[src/rtl/varot_pkg.sv]
package varot_pkg;

  typedef enum logic {
    ROT_LEFT  = 1'b0,
    ROT_RIGHT = 1'b1
  } rot_dir_e;

  // Reduce a raw key into the range 0 .. width-1.
  function automatic int unsigned wrap_amount(input int unsigned raw, input int unsigned width);
    return raw % width;
  endfunction

  // Distance moved by barrel stage s inside a field of the given width.
  function automatic int unsigned stage_span(input int unsigned s, input int unsigned width);
    return (32'd1 << s) % width;
  endfunction

endpackage

[src/rtl/vrot_key_reg.sv]
module vrot_key_reg #(
  parameter int FIELD_W = 52,
  parameter int AMT_W   = $clog2(FIELD_W)
) (
  input  logic             clk,
  input  logic             rst_n,
  input  logic             wr_en,
  input  logic [AMT_W-1:0] wr_key,
  output logic [AMT_W-1:0] amt_o
);

  localparam logic [AMT_W-1:0] FIELD_K = AMT_W'(FIELD_W);

  logic             key_load;
  logic [AMT_W-1:0] amt_next;

  assign key_load = wr_en;
  assign amt_next = AMT_W'(varot_pkg::wrap_amount(32'(wr_key), 32'(FIELD_W)));

  always_ff @(posedge clk) begin
    if (!rst_n)        amt_o <= '0;
    else if (key_load) amt_o <= amt_next;
  end

  AST_KEY_HOLD: assert property (@(posedge clk) disable iff (!rst_n)
    !key_load |=> $stable(amt_o));
  AST_KEY_LOAD_DIRECT: assert property (@(posedge clk) disable iff (!rst_n)
    (key_load && wr_key < FIELD_K) |=> amt_o == $past(wr_key));
  AST_KEY_WRAP: assert property (@(posedge clk) disable iff (!rst_n)
    (key_load && wr_key >= FIELD_K) |=> amt_o == AMT_W'($past(wr_key) - FIELD_K));
  AST_KEY_IN_RANGE: assert property (@(posedge clk) disable iff (!rst_n)
    amt_o < FIELD_K);

endmodule

[src/rtl/vrot_barrel.sv]
module vrot_barrel #(
  parameter int                  W     = 52,
  parameter int                  AMT_W = $clog2(W),
  parameter varot_pkg::rot_dir_e DIR   = varot_pkg::ROT_LEFT
) (
  input  logic [W-1:0]     data_i,
  input  logic [AMT_W-1:0] amt_i,
  output logic [W-1:0]     data_o
);

  logic [W-1:0] stg [AMT_W+1];

  assign stg[0] = data_i;

  for (genvar s = 0; s < AMT_W; s++) begin : g_stage
    localparam int SP = int'(varot_pkg::stage_span(s, W));
    logic [W-1:0] moved;
    if (DIR == varot_pkg::ROT_LEFT) begin : g_left
      assign moved = {stg[s][W-1-SP:0], stg[s][W-1:W-SP]};
    end else begin : g_right
      assign moved = {stg[s][SP-1:0], stg[s][W-1:SP]};
    end
    assign stg[s+1] = amt_i[s] ? moved : stg[s];
  end

  assign data_o = stg[AMT_W];

endmodule

[src/rtl/vaddr_rotator.sv]
module vaddr_rotator #(
  parameter int ADDR_W = 64,
  parameter int OFFS_W = 12,
  localparam int FIELD_W = ADDR_W - OFFS_W,
  localparam int KEY_W   = $clog2(FIELD_W)
) (
  input  logic              clk,
  input  logic              rst_n,
  input  logic              key_wr_en,
  input  logic [KEY_W-1:0]  key_wr_val,
  input  logic [ADDR_W-1:0] vaddr_in,
  output logic [ADDR_W-1:0] vaddr_fwd,
  output logic [ADDR_W-1:0] vaddr_inv
);

  logic [KEY_W-1:0]   rot_amt;
  logic [FIELD_W-1:0] in_field;
  logic [FIELD_W-1:0] fwd_field;
  logic [FIELD_W-1:0] inv_field;
  logic [OFFS_W-1:0]  page_off;

  assign in_field = vaddr_in[ADDR_W-1:OFFS_W];
  assign page_off = vaddr_in[OFFS_W-1:0];

  vrot_key_reg #(.FIELD_W(FIELD_W), .AMT_W(KEY_W)) u_key (
    .clk   (clk),
    .rst_n (rst_n),
    .wr_en (key_wr_en),
    .wr_key(key_wr_val),
    .amt_o (rot_amt)
  );

  vrot_barrel #(.W(FIELD_W), .AMT_W(KEY_W), .DIR(varot_pkg::ROT_LEFT)) u_fwd (
    .data_i(in_field),
    .amt_i (rot_amt),
    .data_o(fwd_field)
  );

  vrot_barrel #(.W(FIELD_W), .AMT_W(KEY_W), .DIR(varot_pkg::ROT_RIGHT)) u_inv (
    .data_i(in_field),
    .amt_i (rot_amt),
    .data_o(inv_field)
  );

  assign vaddr_fwd = {fwd_field, page_off};
  assign vaddr_inv = {inv_field, page_off};

  AST_FWD_POPCOUNT: assert property (@(posedge clk) disable iff (!rst_n)
    $countones(fwd_field) == $countones(in_field));
  AST_INV_POPCOUNT: assert property (@(posedge clk) disable iff (!rst_n)
    $countones(inv_field) == $countones(in_field));
  AST_FWD_STEP_ONE: assert property (@(posedge clk) disable iff (!rst_n)
    (rot_amt == KEY_W'(1)) |-> fwd_field == {in_field[FIELD_W-2:0], in_field[FIELD_W-1]});
  AST_INV_STEP_ONE: assert property (@(posedge clk) disable iff (!rst_n)
    (rot_amt == KEY_W'(1)) |-> inv_field == {in_field[0], in_field[FIELD_W-1:1]});
  AST_ZERO_KEY_PASS: assert property (@(posedge clk) disable iff (!rst_n)
    (rot_amt == '0) |-> (vaddr_fwd == vaddr_in && vaddr_inv == vaddr_in));

endmodule

[config.mk]
export PLATFORM = sky130hd
export DESIGN_NAME = vaddr_rotator
export DESIGN_NICKNAME = d
export VERILOG_FILES = /design/src/rtl/varot_pkg.sv /design/src/rtl/vrot_key_reg.sv /design/src/rtl/vrot_barrel.sv /design/src/rtl/vaddr_rotator.sv
export SDC_FILE = /design/constraint.sdc
export NUM_CORES = 1
export LEC_CHECK = 0
export BUFFER_PORTS_ARGS = -buffer_cell sky130_fd_sc_hd__buf_2
export CELL_PAD_IN_SITES_DETAIL_PLACEMENT = 0
export CELL_PAD_IN_SITES_GLOBAL_PLACEMENT = 2
export CORE_MARGIN = 10
export CORE_UTILIZATION = 35
export DETAILED_ROUTE_END_ITERATION = 6
export HOLD_SLACK_MARGIN = 0.06
export PLACE_DENSITY = 0.8
export SLEW_MARGIN = 5
export SYNTH_ARGS = -nofsm -noshare
export SYNTH_HDL_FRONTEND = slang
export SYNTH_SLANG_ARGS = --single-unit
[constraint.sdc]
create_clock -name clk -period 3.6 [get_ports clk]
set_clock_uncertainty 0.1 [all_clocks]
set_input_delay 0.18 -clock clk [delete_from_list [all_inputs] [get_ports clk]]
set_output_delay 0.18 -clock clk [all_outputs]
set_load 0.05 [all_outputs]
==> metrics.yaml <==
gp_congestion: 0.937
design.portCount: 201
synth_cells: 435
grt.total_usage: 0.194
cts_hold_buf: 0
rows: 54
core-area_sq_um: 21800
path_clk_slew_ns: 0.04
power_density_nw_per_um2: 361
start_kind: "register"
rsz0062_at_grt: "no"
outcome: "finished clean"
ys_warn_count: 0
yosysSeqAreaShare: 0.0154
maxSlewHeadroom: 0.578
power_mw: 3.17
cts_resized: 0
htree_levels: 1
final_cell_mix: "mux4_2, buf_2, buf_12, dfxtp_4, buf_4"
wl_um: 29100
worstMarginPinSlew_ns: 0.632
path_max_fanout: 46
fmax_mhz: 305
synthToLayoutAreaGrowth_pct: 12.8
multi_input_area_sq_um: 7140
dr_total_vias: 6300
syn_area_sq_um: 7790
avgViaCountPerCell: 7.83
slew_viol_final: 0
clock-sinks: 6
tritoncts: "done"
avgSynthCellArea_sq_um: 17.9
ys_types: 17
regMostFlops: "u_key.amt_o"
avgRoutedWirePerCell_um: 36.2
grt_pass1_vias: 6247
critPathTopFamily: "multiplexers"
fill_cells: 1991
crit_type: "reg -> out"
crit_path_cell_trace: "buf_12 > mux4_2 > mux4_2 > mux4_2 > buf_2"
die-height_um: 169
p_leak_nw: 2.57
cp.arrival_ns: 3.00
synth_edf_count: 0
drive_gt1_frac: 0.962
cts.root.buffer_cell: "clkbuf_16"
fin_crit_sh: 0.912
drcViolationCount: 0
nets: 595
antenna_found_initial: 5
stdcell_area_sq_um: 8780
ys_seq_elements: 6
grt-ovfl-total: 0
placed_area_sq_um: 8700
place.detailed.hpwl_um: 23300
critPathBufInv: 2
setup_viol: 0
largest_reg_flops: 6
io_buffers: 164
async_flop_share: 0
final_util: 0.403
crit_path_end_kind: "primary output"
insertion_delay_ns: 0.23
clockBufferDepth: 2
tns_ns: 0
min_path_type: "in -> reg"
hold_violations: 0
final_cells: 805
peakVddDrop_mv: 0.171
cpPeakStageDelay_ns: 0.68
fin_crit_ns: 3.28
drv_cap: 0
drt_first_pass_iters: 5
initial_core_util: 0.357
crit_top_cell: "mux4_2"
ys.flop_type: "dfxtp_1"
synth_fp_nets: 508
drtIter0Drc: 843
largest_registers: "u_key.amt_o: 6 flops"
drtAntennaViolNets: 0
die_w_um: 169
grt_pass1_wl_um: 43100
die_area_sq_um: 28600
cp.required_ns: 3.32
slowest_stage: "mux4_2"
cts_setup_buffers: 0
dp_cells: 797
mostFrequentLayoutCell: "mux4_2"
numCtsBuffers: 3
seq_area_sq_um: 143
grt_max_degree: 106
-- layout make-up --
type                       instances  area share
tap                              280      0.0399
clock buffer                       3     0.00855
timing repair buffer             179       0.120
multi-input combinational        331       0.813
inverter                           1    0.000427
sequential                         6      0.0162
antenna                            5     0.00142
-- report_power, final --
group          switching (mW)  internal, mW  leakage (nW)
registers              0.0264        0.0694        0.0535
logic                    1.84          1.05          2.48
clock network          0.0411         0.143        0.0370
total                    1.91          1.26          2.57
-- worst register-to-register path: stages, from the launching register on --
cell      delay [ns]
dfxtp_4         0.61
buf_4           0.34
nand2b_1        0.08
a21oi_1         0.14
-- cells in the mapped netlist, types with 2 or more instances --
master | instances | share of area
mux4_2 | 312 | 0.90
clkbuf_1 | 44 | 0.021
buf_4 | 24 | 0.023
buf_2 | 17 | 0.011
buf_1 | 6 | 0.0029
buf_6 | 6 | 0.0087
dfxtp_1 | 6 | 0.015
a21oi_1 | 3 | 0.0019
nand2b_1 | 3 | 0.0024
nor2_1 | 3 | 0.0014
mux2i_1 | 2 | 0.0026
nand2_1 | 2 | 0.00096
nand3_1 | 2 | 0.0013
o211ai_1 | 2 | 0.0019
-- path summary, 6_finish.rpt --
| kind | start | endpoint | slack, ns | depth (start not counted) |
|---|---|---|---|---|
| setup / recovery | u_key.amt_o[1] | vaddr_fwd[40] | 0.32 | 5 |
| hold / removal | key_wr_val[0] | u_key.amt_o[0] | 0.11 | 3 |
| setup reg to reg | u_key.amt_o[4] | u_key.amt_o[4] | 2.26 | 3 |
| hold reg to reg | u_key.amt_o[1] | u_key.amt_o[1] | 0.46 | 2 |
-- routing by layer --
metal / share of wire / GRT usage / vias up / wire, um
met5: 0 / 0 / - / 0
met4: 0.018 / 0.0375 / 0 / 528
met3: 0.15 / 0.0871 / 55 / 4380
met2: 0.47 / 0.290 / 482 / 13700
met1: 0.36 / 0.258 / 3424 / 10600
li1: - / - / 2339 / -
-- cells by family (layout without fill, tap and decap cells) --
kind of cell,count (synthesis),in the layout,synth area share
mux,314,314,0.905
buf+inv,98,183,0.0673
simple gates,11,11,0.00723
compound gates,6,6,0.00498
flops,6,6,0.0154
other cells,0,5,0
-- through the flow --
step,worst slack [ns],hold WS (ns)
finish,0.318,0.105
detailed placement,0.598,0.261
global placement,0.616,0.261
CTS,0.357,0.111
global route,0.271,0.114
floorplan,0.792,0.227
(Power assumes the default switching activity.)
